## config.mk

```make
export PLATFORM = sky130hd
export DESIGN_NAME = kbd_scan_decoder
export DESIGN_NICKNAME = d
export VERILOG_FILES = /design/src/rtl/kbd_dec_pkg.sv /design/src/rtl/kbd_prefix_hold.sv /design/src/rtl/kbd_shift_track.sv /design/src/rtl/kbd_ascii_map.sv /design/src/rtl/kbd_out_hold.sv /design/src/rtl/kbd_scan_decoder.sv
export SDC_FILE = /design/constraint.sdc
export NUM_CORES = 1
export LEC_CHECK = 0
export BUFFER_PORTS_ARGS = -buffer_cell sky130_fd_sc_hd__buf_4
export CAP_MARGIN = 20
export CORE_UTILIZATION = 30
export CTS_CLUSTER_DIAMETER = 30
export DETAILED_ROUTE_END_ITERATION = 12
export GPL_TIMING_DRIVEN = 0
export HOLD_SLACK_MARGIN = 0.08
export SETUP_SLACK_MARGIN = 0.5
export SKIP_CTS_REPAIR_TIMING = 1
export SLEW_MARGIN = 20
export SYNTH_ARGS = -nofsm -noshare
export SYNTH_HDL_FRONTEND = slang
export SYNTH_SLANG_ARGS = --single-unit
```

## constraint.sdc

```tcl
create_clock -name clk -period 5.1 [get_ports clk]
set_clock_uncertainty 0.2 [all_clocks]
set_input_delay 0.765 -clock clk [delete_from_list [all_inputs] [get_ports clk]]
set_output_delay 0.765 -clock clk [all_outputs]
set_load 0.005 [all_outputs]
```

## src/rtl/kbd_dec_pkg.sv

```systemverilog
// Shared constants and widths for the keyboard scan code decoder.
// Assumes set-2 scan codes, one byte wide.
package kbd_dec_pkg;
    localparam int unsigned CODE_W    = 8;
    localparam int unsigned ASCII_W   = 8;
    localparam logic [CODE_W-1:0] EXT_PREFIX = 8'hE0;
    localparam logic [CODE_W-1:0] REL_PREFIX = 8'hF0;
    localparam logic [CODE_W-1:0] LSHIFT_CODE = 8'h12;
    localparam logic [CODE_W-1:0] RSHIFT_CODE = 8'h59;
    localparam int unsigned NUM_SHIFT = 2;
    localparam logic [ASCII_W-1:0] CASE_DELTA = 8'h20;

    // Scan codes of the shift keys, indexed by key
    function automatic logic [CODE_W-1:0] shift_code(input int unsigned idx);
        return (idx == 0) ? LSHIFT_CODE : RSHIFT_CODE;
    endfunction
endpackage

```

## src/rtl/kbd_prefix_hold.sv

```systemverilog
// Pending prefix flags.
// Sets the extended or released flag when the matching prefix byte arrives.
// Clears both after any key event, including one that produces no output.
// Assumes that a prefix byte and a key event never occur in the same cycle.
module kbd_prefix_hold (
    input  logic clk,
    input  logic rst_n,
    input  logic ext_seen,
    input  logic rel_seen,
    input  logic key_evt,
    output logic ext_pend,
    output logic rel_pend
);
    // Track the extended prefix until the key it belongs to arrives
    always_ff @(posedge clk) begin
        if (!rst_n)        ext_pend <= 1'b0;
        else if (key_evt)  ext_pend <= 1'b0;
        else if (ext_seen) ext_pend <= 1'b1;
    end

    // Track the release prefix until the key it belongs to arrives
    always_ff @(posedge clk) begin
        if (!rst_n)        rel_pend <= 1'b0;
        else if (key_evt)  rel_pend <= 1'b0;
        else if (rel_seen) rel_pend <= 1'b1;
    end
endmodule

```

## src/rtl/kbd_shift_track.sv

```systemverilog
// Shift key state.
// Keeps one held bit per shift key. A key event with its code sets the bit,
// or clears it if a release prefix is pending. shift_on is the OR of the bits.
// Assumes that key_evt is high only for non-prefix bytes.
module kbd_shift_track
    import kbd_dec_pkg::*;
(
    input  logic              clk,
    input  logic              rst_n,
    input  logic              key_evt,
    input  logic [CODE_W-1:0] code,
    input  logic              rel_pend,
    output logic              is_shift,
    output logic              shift_on
);
    logic [NUM_SHIFT-1:0] held;
    logic [NUM_SHIFT-1:0] hit;

    for (genvar k = 0; k < NUM_SHIFT; k++) begin : g_key
        // Decode this shift key's code
        assign hit[k] = (code == shift_code(k));

        // Update this key's held bit on its own press or release
        always_ff @(posedge clk) begin
            if (!rst_n)                held[k] <= 1'b0;
            else if (key_evt && hit[k]) held[k] <= ~rel_pend;
        end
    end

    // Combine the per-key results
    assign is_shift = |hit;
    assign shift_on = |held;
endmodule

```

## src/rtl/kbd_ascii_map.sv

```systemverilog
// Scan code to ASCII translation, purely combinational.
// Gives lowercase or unshifted values, applies shift to letters and to the
// digit and punctuation keys, and gives 0x00 for extended and unmapped codes.
module kbd_ascii_map
    import kbd_dec_pkg::*;
(
    input  logic               [CODE_W-1:0]  code,
    input  logic                             ext,
    input  logic                             shift,
    output logic               [ASCII_W-1:0] ascii
);
    logic [ASCII_W-1:0] base;
    logic [ASCII_W-1:0] sym;
    logic               letter;

    // Unshifted character for each mapped key
    always_comb begin
        case (code)
            8'h1C: base = "a";  8'h32: base = "b";  8'h21: base = "c";
            8'h23: base = "d";  8'h24: base = "e";  8'h2B: base = "f";
            8'h34: base = "g";  8'h33: base = "h";  8'h43: base = "i";
            8'h3B: base = "j";  8'h42: base = "k";  8'h4B: base = "l";
            8'h3A: base = "m";  8'h31: base = "n";  8'h44: base = "o";
            8'h4D: base = "p";  8'h15: base = "q";  8'h2D: base = "r";
            8'h1B: base = "s";  8'h2C: base = "t";  8'h3C: base = "u";
            8'h2A: base = "v";  8'h1D: base = "w";  8'h22: base = "x";
            8'h35: base = "y";  8'h1A: base = "z";
            8'h16: base = "1";  8'h1E: base = "2";  8'h26: base = "3";
            8'h25: base = "4";  8'h2E: base = "5";  8'h36: base = "6";
            8'h3D: base = "7";  8'h3E: base = "8";  8'h46: base = "9";
            8'h45: base = "0";
            8'h4E: base = "-";  8'h55: base = "=";  8'h41: base = ",";
            8'h49: base = ".";  8'h4A: base = "/";  8'h4C: base = ";";
            8'h29: base = 8'h20;
            8'h0D: base = 8'h09;
            8'h5A: base = 8'h0D;
            8'h66: base = 8'h08;
            8'h76: base = 8'h1B;
            default: base = 8'h00;
        endcase
    end

    // Shifted symbol for non-letter keys, zero when shift changes nothing
    always_comb begin
        case (code)
            8'h16: sym = "!";  8'h1E: sym = "@";  8'h26: sym = "#";
            8'h25: sym = "$";  8'h2E: sym = "%";  8'h36: sym = "^";
            8'h3D: sym = "&";  8'h3E: sym = "*";  8'h46: sym = "(";
            8'h45: sym = ")";  8'h4E: sym = "_";  8'h55: sym = "+";
            8'h41: sym = "<";  8'h49: sym = ">";  8'h4A: sym = "?";
            8'h4C: sym = ":";
            default: sym = 8'h00;
        endcase
    end

    // Letters are shifted arithmetically
    assign letter = (base >= "a") && (base <= "z");

    // Select the final character
    always_comb begin
        if (ext)                   ascii = 8'h00;
        else if (!shift)           ascii = base;
        else if (letter)           ascii = base - CASE_DELTA;
        else if (sym != 8'h00)     ascii = sym;
        else                       ascii = base;
    end
endmodule

```

## src/rtl/kbd_out_hold.sv

```systemverilog
// Output registers and ready handshake.
// Loads the event fields on a strobe. key_ready rises with the strobe and
// falls on read_ack, and a strobe in the same cycle as read_ack wins.
module kbd_out_hold
    import kbd_dec_pkg::*;
(
    input  logic               clk,
    input  logic               rst_n,
    input  logic               strobe,
    input  logic               read_ack,
    input  logic [CODE_W-1:0]  code_in,
    input  logic [ASCII_W-1:0] ascii_in,
    input  logic               ext_in,
    input  logic               rel_in,
    output logic               ready,
    output logic [CODE_W-1:0]  code_out,
    output logic [ASCII_W-1:0] ascii_out,
    output logic               ext_out,
    output logic               rel_out
);
    typedef enum logic {ST_EMPTY = 1'b0, ST_FULL = 1'b1} hs_state_t;
    hs_state_t st;

    // Two-state handshake
    always_ff @(posedge clk) begin
        if (!rst_n)        st <= ST_EMPTY;
        else if (strobe)   st <= ST_FULL;
        else if (read_ack) st <= ST_EMPTY;
    end
    assign ready = (st == ST_FULL);

    // Capture the event fields
    always_ff @(posedge clk) begin
        if (!rst_n) begin
            code_out  <= '0;
            ascii_out <= '0;
            ext_out   <= 1'b0;
            rel_out   <= 1'b0;
        end else if (strobe) begin
            code_out  <= code_in;
            ascii_out <= ascii_in;
            ext_out   <= ext_in;
            rel_out   <= rel_in;
        end
    end
endmodule

```

## src/rtl/kbd_scan_decoder.sv

```systemverilog
// Top level of the scan code decoder.
// Classifies each valid byte as a prefix or a key event, and routes key
// events to the shift tracker, the ASCII mapper and the output stage.
// TRAP_SHIFT non-zero keeps shift key events off the output.
module kbd_scan_decoder
    import kbd_dec_pkg::*;
#(
    parameter int unsigned TRAP_SHIFT = 0
) (
    input  logic               clk,
    input  logic               rst_n,
    input  logic               code_valid,
    input  logic [CODE_W-1:0]  code_byte,
    input  logic               read_ack,
    output logic               key_ready,
    output logic [CODE_W-1:0]  key_code,
    output logic [ASCII_W-1:0] key_ascii,
    output logic               key_ext,
    output logic               key_rel,
    output logic               shift_on
);
    logic               ext_seen;
    logic               rel_seen;
    logic               key_evt;
    logic               ext_pend;
    logic               rel_pend;
    logic               is_shift;
    logic               out_strobe;
    logic [ASCII_W-1:0] ascii_now;

    // Classify the incoming byte
    assign ext_seen = code_valid && (code_byte == EXT_PREFIX);
    assign rel_seen = code_valid && (code_byte == REL_PREFIX);
    assign key_evt  = code_valid && !ext_seen && !rel_seen;

    kbd_prefix_hold u_prefix (
        .clk      (clk),
        .rst_n    (rst_n),
        .ext_seen (ext_seen),
        .rel_seen (rel_seen),
        .key_evt  (key_evt),
        .ext_pend (ext_pend),
        .rel_pend (rel_pend)
    );

    kbd_shift_track u_shift (
        .clk      (clk),
        .rst_n    (rst_n),
        .key_evt  (key_evt),
        .code     (code_byte),
        .rel_pend (rel_pend),
        .is_shift (is_shift),
        .shift_on (shift_on)
    );

    kbd_ascii_map u_ascii (
        .code  (code_byte),
        .ext   (ext_pend),
        .shift (shift_on),
        .ascii (ascii_now)
    );

    // Pick the output strobe for the selected trap variant
    if (TRAP_SHIFT != 0) begin : g_trap
        assign out_strobe = key_evt && !is_shift;
    end else begin : g_pass
        assign out_strobe = key_evt;
    end

    kbd_out_hold u_out (
        .clk       (clk),
        .rst_n     (rst_n),
        .strobe    (out_strobe),
        .read_ack  (read_ack),
        .code_in   (code_byte),
        .ascii_in  (ascii_now),
        .ext_in    (ext_pend),
        .rel_in    (rel_pend),
        .ready     (key_ready),
        .code_out  (key_code),
        .ascii_out (key_ascii),
        .ext_out   (key_ext),
        .rel_out   (key_rel)
    );
endmodule

```

; Yosys cells after proc, flatten, opt, wreduce, memory -nomap -nowiden
; Memory sizes are Yosys's and may differ from the RTL's.
; Cells that the tools add are included.
[classes]
mux = 8
n_addsub = 1
n_bitwise = 2
n_eq_ne = 20
reduce_logical = 13
magnitude_cmp = 2
[op_table]
columns = operator, count
row1 = case mux 7 bit (16 select lines), 1
row2 = equality test 8 x 7 -> 1 bit (second input constant), 9
row3 = equality test 8 x 6 -> 1 bit (second input constant), 6
row4 = two-way mux 8 bit, 5
row5 = equality test 8 x 5 -> 1 bit (second input constant), 3
row6 = equality test 8 bit (second input constant), 2
row7 = >= comparator 8 x 7 -> 1 bit (second input constant), 1
row8 = less-or-equal comparator 8 x 7 -> 1 bit (second input constant), 1
row9 = nonzero test 8 bit, 1
row10 = subtractor 8 x 6 -> 8 bit (second input constant), 1
row11 = logical AND 1 bit, 7
row12 = OR reduction 2 bit, 2
row13 = logical NOT 1 bit, 2
row14 = two-way mux 1 bit, 2
row15 = NOT 1 bit, 2
row16 = nonzero test 2 bit, 1
[totals]
elab_cells = 56
in_bits = 12
out_inout_bits = 20
n_memories = 1
ff_bits = 23
rom_bits = 896
[memory_table]
columns = memory, depth, word_bits, rd, rd_ports_with_merged_regs, write_ports, line_no
row1 = (name not given), 128, 7, 1, 0, 0, kbd_ascii_map.sv:18  ; case (code)

; Longest topological paths before layout
[logic_depth]
depth_word = 7
mapped_depth = 14
mapped_depth_nobuf = 11

; By module
; A second synthesis with hierarchy kept.
[hier_totals]
hier_cells = 329
area_unflattened_um2 = 2578.7
[modules_own_cells]
columns = mod, seq_area_each_um2, cells_per_inst, area_per_inst_um2, instances
row1 = kbd_ascii_map, 0.0, 241, 1597.8, 1
row2 = kbd_out_hold, 380.4, 60, 721.9, 1
row3 = kbd_shift_track, 40.0, 14, 146.4, 1
row4 = kbd_prefix_hold, 40.0, 7, 68.8, 1
row5 = kbd_scan_decoder, 0.0, 7, 43.8, 1

; Worst setup path after synthesis
; OpenSTA, ideal clock, no wires.
[synth_path]
path_type = input-to-reg
start = input code_byte[1]
end = register u_out.ascii_out[0]
n_path_buf = 1
arrival_time_ps = 2880
t_required_ps = 4783
path_stages = 11
slack_ps = 1902
cell_sequence = inv_1 ha_1 mux2i_1 o21ai_0 a31oi_1 o32a_1 o21a_1 o311ai_4 buf_6 nand4_1 a32o_1
[synth_between]
elab_chain_cells = 7
elab_cells_between_ends = 36
[synth_lines]
columns = item, line_no
row1 = start: declaration, kbd_scan_decoder.sv:13  ; input logic [CODE_W-1:0] code_byte,
row2 = memory (128 x 7 bit) (tied with other cells), n/a
row3 = two-way mux 8 bit / case mux 7 bit (16 select lines) (equally long branches), "kbd_ascii_map.sv:18, kbd_ascii_map.sv:45"
row4 = >= comparator 8 x 7 -> 1 bit (tied with other cells), kbd_ascii_map.sv:57  ; assign letter = (base >= "a") && (base <= "z");
row5 = logical AND 1 bit / two-way mux 8 bit (equally long branches), "kbd_ascii_map.sv:57, kbd_ascii_map.sv:64"
row6 = two-way mux 8 bit, kbd_ascii_map.sv:63  ; else if (letter) ascii = base - CASE_DELTA;
row7 = two-way mux 8 bit, kbd_ascii_map.sv:62  ; else if (!shift) ascii = base;
row8 = two-way mux 8 bit, kbd_ascii_map.sv:61  ; if (ext) ascii = 8'h00;
row9 = end signal: assignment, kbd_out_hold.sv:41  ; ascii_out <= ascii_in;
row10 = end: declaration, kbd_out_hold.sv:17  ; output logic [ASCII_W-1:0] ascii_out,
; Several ways; a longest one is shown, not always the timed one.
; A chain may end at the register's enable or synchronous reset.

; Final worst setup path
[layout_path]
start = input code_byte[0]
end = register u_out.ascii_out[0]
; Same word-level chain as after synthesis.

==> impl_metrics.json <==
{
  "status": "finished, final reports clean",
  "synth.avg_cell_area_um2": 7.40,
  "worstPathBufferInverterCount": 3,
  "final_nets": 384,
  "slew_headroom": 0.614,
  "io_pins": 32,
  "drv_cap": 0,
  "synth_top_cell_by_area": "dfxtp_1",
  "path_class": "primary input to flip-flop",
  "final_cells": 465,
  "synth-seq-cells": 23,
  "pre_cts_ws_ps": 1310,
  "rsz0062_at_grt": "false",
  "yosysWarnings": 0,
  "grt_pass1_wl_mm": 13.2,
  "crit_family": "compound AO/OA/AOI/OAI gates",
  "ir_drop_v": 0.000117,
  "fp.dieArea_um2": 8480,
  "clk_pin_slew_ps": 80,
  "coreArea_um2": 7810,
  "critPathArrivalTime_ps": 3550,
  "grt_use_total": 0.194,
  "hpwl_mm": 6.18,
  "vias": 2691,
  "drive_gt1_frac": 0.204,
  "ys_async_sr_fraction": 0,
  "drt_iter0_drc": 230,
  "cts_buffers": 3,
  "crit_chain": "buf_4 -> inv_1 -> ha_1 -> nor2b_1 -> o21ai_0 -> o2111ai_1 -> a32oi_1 -> and3_1 -> nand3_2 -> o311ai_4 -> buf_6 -> nand4_1 -> a32o_1",
  "final_cell_mix": "39 x nor2_1, 33 x buf_4, 30 x nand2_1",
  "yosysSeqAreaShare": 0.189,
  "clk_latency_ps": 270,
  "fp-row-count": 32,
  "fmax_ghz": 0.279,
  "synth_area_leaders": "dfxtp_1 19%, nor2_1 6.0%, nand2_1 4.6%",
  "cp_max_fo": 10,
  "die_h_um": 92.1,
  "slowest_stage": "ha_1",
  "start_util": 0.312,
  "leakagePower_uw": 0.00114,
  "antennaDiodeCount": 0,
  "netlist.area_leader.share": 0.189,
  "min_period_ps": 3590,
  "synth_edf_count": 0,
  "viasPerCell": 5.79,
  "grt_start_max_net_pins": 15,
  "final-hold-violation-count": 0,
  "cts_root_buffer": "clkbuf_8",
  "cts_buffer_depth": 2,
  "routed_wl_mm": 8.12,
  "critPathLaunchType": "primary input",
  "htree_levels": 1,
  "setup_tns_ps": 0,
  "syn2layout_area_growth_pct": 16.5,
  "layout_commonest_cell": "nor2_1",
  "synthCells": 329,
  "routabilityCongestion": 0.951,
  "syn-num-nets": 349,
  "post-place-cells": 461,
  "drcViolationCount": 0,
  "cp.required_ps": 5060,
  "fin_crit_sh": 0.704,
  "setup_ws_ps": 1510,
  "wl_per_cell_um": 17.5,
  "first_pass_iters": 5,
  "maxSlewViolCount": 0,
  "critical_path.endpoint_type": "flip-flop",
  "antenna_found_initial": 0,
  "grt_pass1_vias": 2554,
  "worst_pin_slew_ps": 577,
  "hold_path.class": "flip-flop to flip-flop",
  "cts.sinks": 23,
  "syn-cell-area_um2": 2430,
  "ant_nets": 0,
  "power_density_nw_per_um2": 170,
  "synth.distinct_cells": 69,
  "cts_tree": "done",
  "fp.dieW_um": 92.1,
  "finalSetupViolations": 0,
  "grt_overflow": 0,
  "ys.flop_type": "dfxtp_1",
  "slowest_delay_ps": 470,
  "io_buffers": 30
}
layout make-up:
type                            instances  area, um^2
Multi-Input combinational cell        265        1730
Fill cell                             840        4970
Sequential cell                        23         460
Timing Repair Buffer                   30         225
Inverter                               10        37.5
Clock inverter                          1        7.51
Clock buffer                            3        41.3
Buffer                                 31         211
Tap cell                              102         128
per-layer routing:
layer | part of all wire | routed length, um | vias to the layer above | global-route usage
li1 | - | - | 1281 | -
met1 | 0.45 | 3660 | 1277 | 0.255
met2 | 0.46 | 3740 | 120 | 0.318
met3 | 0.070 | 571 | 13 | 0.0398
met4 | 0.018 | 143 | 0 | 0.0599
met5 | 0 | 0 | - | 0
flip-flops by register name, summed over array words and instances (netlist names):
register / count
u_out.ready: 1
u_out.code_out: 8
u_prefix.rel_pend: 1
u_prefix.ext_pend: 1
u_out.ext_out: 1
u_shift.held: 2
u_out.rel_out: 1
u_out.ascii_out: 8
final timing paths:
kind | start | to | slack [ps] | depth (start not counted)
worst max-delay path | code_byte[0] | u_out.ascii_out[0]$_SDFFE_PN0P_ | 1510 | 13
worst min-delay path | u_out.ascii_out[5]$_SDFFE_PN0P_ | u_out.ascii_out[5]$_SDFFE_PN0P_ | 250 | 2
worst max register to register | u_prefix.ext_pend$_SDFFE_PP0P_ | u_out.ascii_out[6]$_SDFFE_PN0P_ | 3410 | 6
worst min register to register | u_out.ascii_out[5]$_SDFFE_PN0P_ | u_out.ascii_out[5]$_SDFFE_PN0P_ | 250 | 2
power breakdown:
group / leakage, uW / switching, uW / total (uW) / internal, uW
Clock: 0.0000217 / 62.5 / 118 / 55.3
Sequential: 0.000188 / 3.86 / 190 / 186
Combinational: 0.000928 / 103 / 174 / 70.6
Total: 0.00114 / 169 / 482 / 312
through the flow:
| stage | area [um^2] | utilization | total power (uW) | hold WS, ps |
|---|---|---|---|---|
| 2_1_floorplan | 2430 | - | 310 | 239 |
| 3_3_place_gp | 2790 | 0.357 | 364 | 239 |
| 3_5_place_dp | 2790 | 0.357 | 365 | 240 |
| 4_1_cts | 2840 | 0.363 | 484 | 254 |
| 5_1_grt | 2840 | 0.363 | 510 | 263 |
| 6_report | 2840 | 0.363 | 482 | 252 |
Yosys cell counts (2+ instances only):
master and number:
ha_1 8, a31oi_1 9, nand2_1 30, nor4_1 2, a21bo_2 2, nor3_1 15
mux2i_1 10, buf_2 13, a211o_1 3, nor2_1 39, nor2b_1 10, a21boi_0 3
clkbuf_1 5, a311oi_1 3, o2111ai_1 2, nand3b_1 4, or2_1 2, buf_6 9
a32oi_1 4, a211oi_1 6, nand2b_1 11, dfxtp_1 23, o311a_1 2, o22ai_1 3
xnor2_1 2, o221a_2 2, o31ai_1 5, a21o_1 2, and3_1 5, nand4_1 4
a21oi_1 19, inv_1 10, buf_4 3, nand3_1 4, a32o_1 3, nor3b_1 2
o21ai_0 13, and2_1 6
cells by family (layout without fill, tap and decap cells):
family / count (synthesis) / count (layout) / synth area share
muxes: 11 / 11 / 0.0504
adders and majority gates: 8 / 8 / 0.0411
DFF: 23 / 23 / 0.189
AOI/OAI and AO/OA: 100 / 100 / 0.303
xor gates and xnor gates: 3 / 3 / 0.0108
buffers and inverters: 41 / 75 / 0.102
and+or+nand+nor: 143 / 143 / 0.303
worst register-to-register path, cell delays in order, from the launching register on:
cell,delay [ps]
dfxtp_1,380
nand3b_1,290
nor2_1,160
nand2_1,80
o31ai_1,60
a221oi_1,290
o41ai_1,110
(Power assumes the default switching activity.)
